File: config.mk
export PLATFORM = sky130hd
export DESIGN_NAME = rename_stall_ctrl
export DESIGN_NICKNAME = d
export VERILOG_FILES = /design/src/rtl/rsc_pkg.sv /design/src/rtl/rsc_slot_pick.sv /design/src/rtl/rsc_skid.sv /design/src/rtl/rename_stall_ctrl.sv
export SDC_FILE = /design/constraint.sdc
export NUM_CORES = 1
export LEC_CHECK = 0
export BUFFER_PORTS_ARGS = -buffer_cell sky130_fd_sc_hd__buf_4
export CAP_MARGIN = 20
export CORE_UTILIZATION = 47
export CTS_CLUSTER_SIZE = 14
export DETAILED_ROUTE_END_ITERATION = 8
export GPL_ROUTABILITY_DRIVEN = 0
export PLACE_DENSITY = 0.66
export SKIP_CTS_REPAIR_TIMING = 1
export SYNTH_ARGS = -nofsm -noshare
export SYNTH_HDL_FRONTEND = slang
export SYNTH_HIERARCHICAL = 1
export SYNTH_SLANG_ARGS = --single-unit
File: constraint.sdc
create_clock -name clk -period 17.9 [get_ports clk]
set_input_delay 2.685 -clock clk [delete_from_list [all_inputs] [get_ports clk]]
set_output_delay 2.685 -clock clk [all_outputs]
set_load 0.005 [all_outputs]
File: src/rtl/rsc_pkg.sv
package rsc_pkg;
   typedef enum logic [2:0] {
      ST_IDLE    = 3'd0,
      ST_RUN     = 3'd1,
      ST_BLOCK   = 3'd2,
      ST_UNBLK   = 3'd3,
      ST_SQUASH  = 3'd4,
      ST_BARRIER = 3'd5
   } stage_e;
endpackage

File: src/rtl/rsc_slot_pick.sv
module rsc_slot_pick #(
   parameter int W     = 4,
   parameter int DW    = 2,
   parameter int CNT_W = 5,
   parameter int PW    = 6
) (
   input  logic [W-1:0]    v,
   input  logic [W-1:0]    s,
   input  logic [W*DW-1:0] nd,
   input  logic [CNT_W-1:0] rob,
   input  logic [CNT_W-1:0] iq,
   input  logic [PW-1:0]   preg,
   output logic [W-1:0]    acc,
   output logic [W-1:0]    rem_v,
   output logic [W-1:0]    rem_s,
   output logic [W*DW-1:0] rem_nd,
   output logic            ser_hit,
   output logic            rem_any
);
   localparam int SW = PW + DW + $clog2(W + 1);

   logic [CNT_W-1:0] lim;
   logic [SW-1:0]    sum;
   logic             stop;
   int               n;

   always_comb begin
      lim     = (rob < iq) ? rob : iq;
      acc     = '0;
      sum     = '0;
      stop    = 1'b0;
      ser_hit = 1'b0;
      n       = 0;
      for (int i = 0; i < W; i++) begin
         if (v[i] && !stop) begin
            if ((i < int'(lim)) &&
                ((sum + SW'(nd[i*DW +: DW])) <= SW'(preg))) begin
               acc[i] = 1'b1;
               sum    = sum + SW'(nd[i*DW +: DW]);
               n      = i + 1;
               if (s[i]) begin
                  ser_hit = 1'b1;
                  stop    = 1'b1;
               end
            end else begin
               stop = 1'b1;
            end
         end
      end
      rem_v  = '0;
      rem_s  = '0;
      rem_nd = '0;
      for (int j = 0; j < W; j++) begin
         for (int k = 0; k < W; k++) begin
            if (k == j + n) begin
               rem_v[j]            = v[k];
               rem_s[j]            = s[k];
               rem_nd[j*DW +: DW]  = nd[k*DW +: DW];
            end
         end
      end
      rem_any = |rem_v;
   end
endmodule

File: src/rtl/rsc_skid.sv
module rsc_skid #(
   parameter int DEPTH = 4,
   parameter int EW    = 16
) (
   input  logic          clk,
   input  logic          rst_n,
   input  logic          flush,
   input  logic          push,
   input  logic [EW-1:0] push_d,
   input  logic          pop,
   input  logic          hwr,
   input  logic [EW-1:0] hwr_d,
   output logic [EW-1:0] head_d,
   output logic [$clog2(DEPTH+1)-1:0] cnt
);
   localparam int AW   = (DEPTH > 1) ? $clog2(DEPTH) : 1;
   localparam int CNTW = $clog2(DEPTH + 1);

   logic [EW-1:0] mem [DEPTH];
   logic [AW-1:0] rd_p, wr_p;

   function automatic logic [AW-1:0] bump(input logic [AW-1:0] p);
      return (p == AW'(DEPTH - 1)) ? '0 : p + 1'b1;
   endfunction

   always_ff @(posedge clk or negedge rst_n) begin
      if (!rst_n) begin
         rd_p <= '0;
         wr_p <= '0;
         cnt  <= '0;
      end else if (flush) begin
         rd_p <= '0;
         wr_p <= '0;
         cnt  <= '0;
      end else begin
         if (push) wr_p <= bump(wr_p);
         if (pop)  rd_p <= bump(rd_p);
         cnt <= cnt + CNTW'(push) - CNTW'(pop);
      end
   end

   always_ff @(posedge clk) begin
      if (!flush) begin
         if (push) mem[wr_p] <= push_d;
         if (hwr && !pop) mem[rd_p] <= hwr_d;
      end
   end

   assign head_d = mem[rd_p];
endmodule

File: src/rtl/rename_stall_ctrl.sv
module rename_stall_ctrl #(
   parameter int WIDTH      = 4,
   parameter int DEST_W     = 2,
   parameter int ROB_DEPTH  = 16,
   parameter int IQ_DEPTH   = 16,
   parameter int PREG_W     = 6,
   parameter int SKID_DEPTH = 4,
   localparam int CNT_W = $clog2(((ROB_DEPTH > IQ_DEPTH) ? ROB_DEPTH : IQ_DEPTH) + 1)
) (
   input  logic                     clk,
   input  logic                     rst_n,
   input  logic [WIDTH-1:0]         dec_valid,
   input  logic [WIDTH-1:0]         dec_serial,
   input  logic [WIDTH*DEST_W-1:0]  dec_ndest,
   input  logic                     exe_stall,
   input  logic                     cmt_stall,
   input  logic                     cmt_squash,
   input  logic                     cmt_rob_squashing,
   input  logic [CNT_W-1:0]         free_rob,
   input  logic [CNT_W-1:0]         free_iq,
   input  logic [PREG_W-1:0]        free_preg,
   output logic [WIDTH-1:0]         accept_o,
   output logic                     from_skid_o,
   output logic                     stall_o,
   output logic [2:0]               stage_o
);
   import rsc_pkg::*;

   localparam int EW   = 2 * WIDTH + WIDTH * DEST_W;
   localparam int CNTW = $clog2(SKID_DEPTH + 1);

   if (WIDTH < 1) begin : g_bad_width
      $error("WIDTH must be at least 1");
   end
   if (SKID_DEPTH < 1) begin : g_bad_depth
      $error("SKID_DEPTH must be at least 1");
   end
   if (DEST_W < 1) begin : g_bad_dest
      $error("DEST_W must be at least 1");
   end

   stage_e state, nxt;

   logic [EW-1:0]   dec_pack, work, skid_head, rem_pack;
   logic [CNTW-1:0] skid_cnt;
   logic            skid_push, skid_pop, skid_hwr, skid_flush;
   logic [EW-1:0]   skid_push_d;
   logic [WIDTH-1:0] acc, rem_v, rem_s;
   logic [WIDTH*DEST_W-1:0] rem_nd;
   logic            ser_hit, rem_any;
   logic            sq, ext, dec_has, release_ok, blk;

   assign dec_pack = {dec_ndest, dec_serial, dec_valid};
   assign work     = (state == ST_UNBLK) ? skid_head : dec_pack;
   assign rem_pack = {rem_nd, rem_s, rem_v};

   rsc_slot_pick #(.W(WIDTH), .DW(DEST_W), .CNT_W(CNT_W), .PW(PREG_W)) u_pick (
      .v       (work[WIDTH-1:0]),
      .s       (work[2*WIDTH-1:WIDTH]),
      .nd      (work[EW-1:2*WIDTH]),
      .rob     (free_rob),
      .iq      (free_iq),
      .preg    (free_preg),
      .acc     (acc),
      .rem_v   (rem_v),
      .rem_s   (rem_s),
      .rem_nd  (rem_nd),
      .ser_hit (ser_hit),
      .rem_any (rem_any)
   );

   rsc_skid #(.DEPTH(SKID_DEPTH), .EW(EW)) u_skid (
      .clk    (clk),
      .rst_n  (rst_n),
      .flush  (skid_flush),
      .push   (skid_push),
      .push_d (skid_push_d),
      .pop    (skid_pop),
      .hwr    (skid_hwr),
      .hwr_d  (rem_pack),
      .head_d (skid_head),
      .cnt    (skid_cnt)
   );

   assign sq         = cmt_squash | cmt_rob_squashing;
   assign ext        = exe_stall | cmt_stall;
   assign dec_has    = dec_valid[0];
   assign release_ok = !ext && (free_rob != '0) && (free_iq != '0) &&
                       ((state == ST_BLOCK) || (free_rob == CNT_W'(ROB_DEPTH)));
   assign blk        = ser_hit | rem_any;

   always_comb begin
      nxt         = state;
      accept_o    = '0;
      from_skid_o = 1'b0;
      stall_o     = 1'b0;
      skid_flush  = 1'b0;
      skid_push   = 1'b0;
      skid_push_d = dec_pack;
      skid_pop    = 1'b0;
      skid_hwr    = 1'b0;
      if (sq) begin
         skid_flush = 1'b1;
         nxt        = ST_SQUASH;
      end else begin
         case (state)
            ST_SQUASH: nxt = ST_RUN;
            ST_BLOCK, ST_BARRIER: begin
               stall_o   = 1'b1;
               skid_push = dec_has;
               if (release_ok)
                  nxt = ((skid_cnt != '0) || dec_has) ? ST_UNBLK : ST_RUN;
            end
            default: begin
               if (ext) begin
                  stall_o   = 1'b1;
                  skid_push = dec_has;
                  nxt       = ST_BLOCK;
               end else if ((state == ST_UNBLK) || dec_has) begin
                  accept_o    = acc;
                  from_skid_o = (state == ST_UNBLK);
                  stall_o     = (state == ST_UNBLK) | blk;
                  if (state == ST_UNBLK) begin
                     skid_push = dec_has;
                     skid_hwr  = rem_any;
                     skid_pop  = !rem_any;
                  end else begin
                     skid_push   = rem_any;
                     skid_push_d = rem_pack;
                  end
                  if (blk)
                     nxt = ser_hit ? ST_BARRIER : ST_BLOCK;
                  else if (state == ST_UNBLK)
                     nxt = ((skid_cnt == CNTW'(1)) && !dec_has) ? ST_RUN : ST_UNBLK;
                  else
                     nxt = ST_RUN;
               end
            end
         endcase
      end
   end

   always_ff @(posedge clk or negedge rst_n) begin
      if (!rst_n) state <= ST_IDLE;
      else        state <= nxt;
   end

   assign stage_o = state;
endmodule

==> metrics.yaml, run 1 <==
cp_top_family: "simple AND/OR/NAND/NOR gates"
grt_pass1_vias: 4306
syn_to_final_growth_pct: 12.11
clkTransAtPathRegs_ps: 60
setup_viol: 0
hp-class: "register to register"
core_um2: 12620
drc: 0
cts-root-buf: "clkbuf_16"
num_vias: 4336
finalHoldViolations: 0
slew_violations: 0
clock_latency_ps: 340
powerDensity_nw_per_um2: 69.74
yosysWarnings: 6
ys_types: 73
worstSetupPathType: "input port to output port"
drt_pre_antenna_iters: 5
antenna_cells: 0
synth-seq-cells: 74
die_x_um: 115.7
cp_data_arrival_time_ps: 13250
drtIter0Drc: 244
async_flop_share_pct: 13.51
synth_nets: 604
tightest_slew_ps: 1012
p_leak_nw: 2.578
cp_slowest_cell: "nor4_4"
max_slew_margin_pct: 32.51
placed_cell_area_um2: 6509
min_period_ps: 15930
path_common_cell: "ha_1"
max-vdd-ir-drop_mv: 0.07948
hpwl_um: 10110
fill_cells: 1119
path_buf_inv: 5
r2r_cells: 47
grt_max_degree: 21
wire_per_inst_um: 19.23
finalPower_w: 0.0004749
die_area_um2: 13380
synth_ff_type: "edfxtp_1"
cts.sink_count: 74
path_max_fanout: 11
track_usage_pct: 22.77
die_h_um: 115.7
max_stage_delay_ps: 650
setup-tns-final_ps: 0
ys_seq_area_share_pct: 35.76
drtAntennaViolNets: 0
synth-edff-count: 64
final_nets: 646
drive_above_1_share_pct: 34.43
worst_setup_path_start_kind: "input port"
start_util_pct: 48.13
grt_pass1_wl_um: 22580
rows: 41
syn_area_um2: 6073
tritoncts: "yes"
vias_per_cell: 5.805
io_pins: 47
clock_skew_ps: 10.33
io_buffers: 46
fin_crit_sh_pct: 89.02
max_freq_ghz: 0.06276
path_depth: 48
fin_area_um2: 6809
status: "finished, final reports clean"
hold_path_depth: 2
overflow: 0
antenna_found_initial: 0
syn_inst: 528
cts_buffer_depth: 2
wl_um: 14360
utilization_pct: 53.96
cp.required_ps: 15210
rsz0062_at_grt: "false"
synth.avg_cell_area_um2: 11.50
cap_violations: 0
htreeDepth: 3
end_kind: "output port"
cts_buffers: 9
flip-flops by register name, summed over array words and instances, names as in the netlist:
register	flops
u_skid/cnt	3
u_skid/mem	64
stage_o	3
u_skid/wr_p	2
u_skid/rd_p	2
layer usage:
| metal | wire length (um) | track usage (%) | vias up |
|---|---|---|---|
| met5 | 0 | 0 | - |
| met4 | 192 | 6.752 | 0 |
| met3 | 719 | 3.766 | 18 |
| met2 | 6903 | 37.88 | 119 |
| met1 | 6548 | 30.62 | 2123 |
| li1 | - | - | 2076 |
cell type report:
type / instances / area [um2] / area share [%]
clock buffers: 10 / 229.0 / 3.363
clock inverters: 6 / 66.31 / 0.9739
inverters: 45 / 168.9 / 2.481
multi-input cells: 386 / 3555 / 52.21
flip-flops and latches: 74 / 2172 / 31.90
well taps: 172 / 215.2 / 3.161
repair buffers: 54 / 402.9 / 5.917
kinds of logic (layout without fill, tap and decap cells):
| family | count (synthesis) | in the layout | synth area share, % |
|---|---|---|---|
| xor+xnor | 4 | 4 | 0.8035 |
| buf+inv | 68 | 115 | 5.707 |
| compound gates | 94 | 94 | 11.78 |
| fa+ha+maj | 38 | 38 | 8.323 |
| flops | 74 | 74 | 35.76 |
| mux | 121 | 121 | 25.40 |
| simple gates | 129 | 129 | 12.22 |
synth_stat cells, types with 8 or more instances:
cell,instances,share of area (%)
mux2_1,11,2.0
ha_1,34,7.0
dfrtp_1,10,4.1
and2_1,8,0.82
nor2_1,22,1.4
nor3_1,10,0.82
inv_1,45,2.8
buf_6,9,1.7
edfxtp_1,64,32
mux2_2,86,16
o21ai_0,14,1.2
mux4_2,16,5.9
a21oi_1,31,2.6
nand2_1,33,2.0
placed cells by master, fill, tap and decap left out, types with 3 or more instances in the layout:
cell,n
a211oi_2,3
a21oi_2,3
o21a_1,4
fa_1,4
clkbuf_16,9
nor4_1,4
buf_4,53
o21ai_0,14
mux2i_1,6
nand2b_1,3
nor2_1,22
edfxtp_1,64
and3_1,5
o31ai_1,3
or4_1,3
nand3_1,6
mux4_2,16
inv_1,45
dfrtp_1,10
and4bb_1,3
a221oi_1,6
nor2b_1,7
nand2_1,33
mux2_1,11
nand3b_1,5
ha_1,34
a21oi_1,31
o21bai_1,3
and2_1,8
a21boi_0,3
a211oi_1,3
nor3_1,10
mux2_2,86
nor2_2,3
worst register-to-register path: cells and delay by family (launching register included):
family	cells	cell delay, ps
AO/OA/AOI/OAI	13	2490
buffers and inverters	4	330
adder cells (fa/ha/maj)	10	3020
multiplexers	4	1770
flip-flops	1	790
AND/OR/NAND/NOR	16	4700
power breakdown:
part / leakage (nW) / internal (W) / switching, W
logic: 1.73 / 0.0000443 / 0.0000595
clock network: 0.137 / 0.000108 / 0.0000730
registers: 0.710 / 0.000188 / 0.00000140
total: 2.58 / 0.000341 / 0.000134
worst paths after layout:
| kind | slack (ps) | endpoint | start |
|---|---|---|---|
| worst min-delay path | 580 | u_skid/wr_p[1] | u_skid/wr_p[1] |
| min in group asynchronous | 2160 | u_skid/wr_p[1] | rst_n |
| max in group asynchronous | 15600 | u_skid/rd_p[1] | rst_n |
| worst max register to register | 4560 | u_skid/mem[3][7] | u_skid/rd_p[0] |
| worst min register to register | 580 | u_skid/wr_p[1] | u_skid/wr_p[1] |
| worst max-delay path | 1970 | stall_o | dec_ndest[1] |
metrics by stage:
stage,hold slack (ps),setup slack [ps],std cells
floorplan,538.2,3415,528
global placement,566.6,2279,730
detailed placement,579.6,2004,730
CTS,594.0,2000,746
global route,631.3,958.3,747
finish,584.5,1966,747
(Power assumes the default switching activity.)
==> run 2, diff against run 1 <==
- REMOVE_ABC_BUFFERS: not set -> 1
==> run 2 against run 1 <==
- total power down 0.29%
- sequential power about the same
- via count up 0.76%
- combinational power about the same
- maximum frequency down 0.52%
- clock skew about the same
- wire length down 1.2%
- first-iteration DRC count up 21%
- clock-buffer cell count unchanged
- non-clock buffer count down 1
- clock power about the same
- setup slack worse by 83 ps
==> metrics.yaml, run 2 (synthesis gave the netlist of run 1 again) <==
status: "finished, final reports clean"
io_buffers: 46
grt_pass1_vias: 4152
cts.sink_count: 74
top_register: "u_skid/mem"
cts-root-buf: "clkbuf_16"
final_common_cell: "mux2_2"
comb_power_share_pct: 22.0
setup-tns-final_ps: 0
die_h_um: 115.7
r2r_start: "stage_o[1]"
drtAntennaViolNets: 0
hpwl_um: 10030
cp_slowest_cell: "nor4_4"
rsz0062_at_grt: "false"
clkTransAtPathRegs_ps: 50
antenna_found_initial: 0
powerDensity_nw_per_um2: 69.59
overflow: 0
max_stage_delay_ps: 660
start_util_pct: 48.13
htreeDepth: 3
wire_per_inst_um: 19.03
pwr-share-clk_pct: 37.9
largest_reg_flops: 64
drtIter0Drc: 295
power_switching_w: 0.0001327
syn_to_final_growth_pct: 12.03
antenna_cells: 0
finalHoldViolations: 0
cts_buffer_depth: 2
max_slew_margin_pct: 33.57
worstSetupPathType: "input port to output port"
vias_per_cell: 5.857
drt_pre_antenna_iters: 5
power_frac_seq_pct: 40.1
num_vias: 4369
final_cells: 746
cts_buffers: 9
holdCritStartpoint: "u_skid/wr_p[1]"
io_pins: 47
intPower_w: 0.0003408
clock_skew_ps: 10.30
fin_crit_sh_pct: 89.48
worst_setup_path_start_kind: "input port"
min_period_ps: 16020
grt_max_degree: 22
layout_common_cells: "mux2_2, edfxtp_1, buf_4"
p_leak_nw: 2.573
r2r_cells: 55
grt_pass1_wl_um: 21800
cap_violations: 0
drc: 0
die_area_um2: 13380
cp.required_ps: 15210
die_x_um: 115.7
dp_cells: 730
final_nets: 645
clock_latency_ps: 340
max-vdd-ir-drop_mv: 0.04706
hold_path_depth: 2
sw_frac_of_total_pct: 28.02
finalPower_w: 0.0004735
core_um2: 12620
path_max_fanout: 11
max_freq_ghz: 0.06244
slew_violations: 0
hp-class: "register to register"
drive_above_1_share_pct: 34.32
track_usage_pct: 21.83
cp_data_arrival_time_ps: 13330
setup_viol: 0
rows: 41
tritoncts: "yes"
critPathLaunch: "dec_ndest[1]"
wl_um: 14190
tightest_slew_ps: 988.9
path_common_cell: "ha_1"
end_kind: "output port"
## run 2: worst max-delay path, delay by kind of cell
kind / cells / cell delay, ps
xor+xnor: 2 / 350
fa+ha+maj: 11 / 3190
mux: 3 / 980
compound gates: 13 / 2480
simple gates: 13 / 3090
buf+inv: 6 / 520
## run 2: cell type report
cell class	instances	area (um2)
clock buffers	10	229.0
clock inverters	6	66.31
multi-input cells	386	3555
inverters	45	168.9
repair buffers	53	397.9
flip-flops and latches	74	2172
fillers	1115	5816
well taps	172	215.2
## run 2: final timing paths
path	end	slack (ps)
min in group asynchronous	u_skid/wr_p[0]	2170
worst min-delay path	u_skid/wr_p[1]	580
worst min register to register	u_skid/wr_p[1]	580
max in group asynchronous	u_skid/rd_p[1]	15580
worst max-delay path	stall_o	1880
worst max register to register	u_skid/cnt[2]	4620
## run 2: metal layers
metal / vias to the layer above / GRT usage, % / wire, um
met5: - / 0 / 0
met4: 0 / 7.436 / 199
met3: 19 / 2.981 / 648
met2: 118 / 36.45 / 6898
met1: 2152 / 29.26 / 6448
li1: 2080 / - / -
## run 2: power groups by stage
stage	clock network, W	registers, W	logic (W)
floorplan	0	0.000193	0.0000728
global placement	0	0.000194	0.0000996
detailed placement	0	0.000194	0.000103
CTS	0.000183	0.000190	0.000104
global route	0.000189	0.000190	0.000116
finish	0.000179	0.000190	0.000104
## run 2: per-stage QoR
step	hold WS (ps)	setup slack, ps	cell area, um2	utilization [%]
after global placement	569.2	2273	6509	51.58
after CTS	590.5	1916	6804	53.92
after detailed placement	577.2	1904	6509	51.58
after floorplan	538.2	3492	5896	-
after global routing	639.9	943.8	6804	53.92
final	584.6	1883	6804	53.92
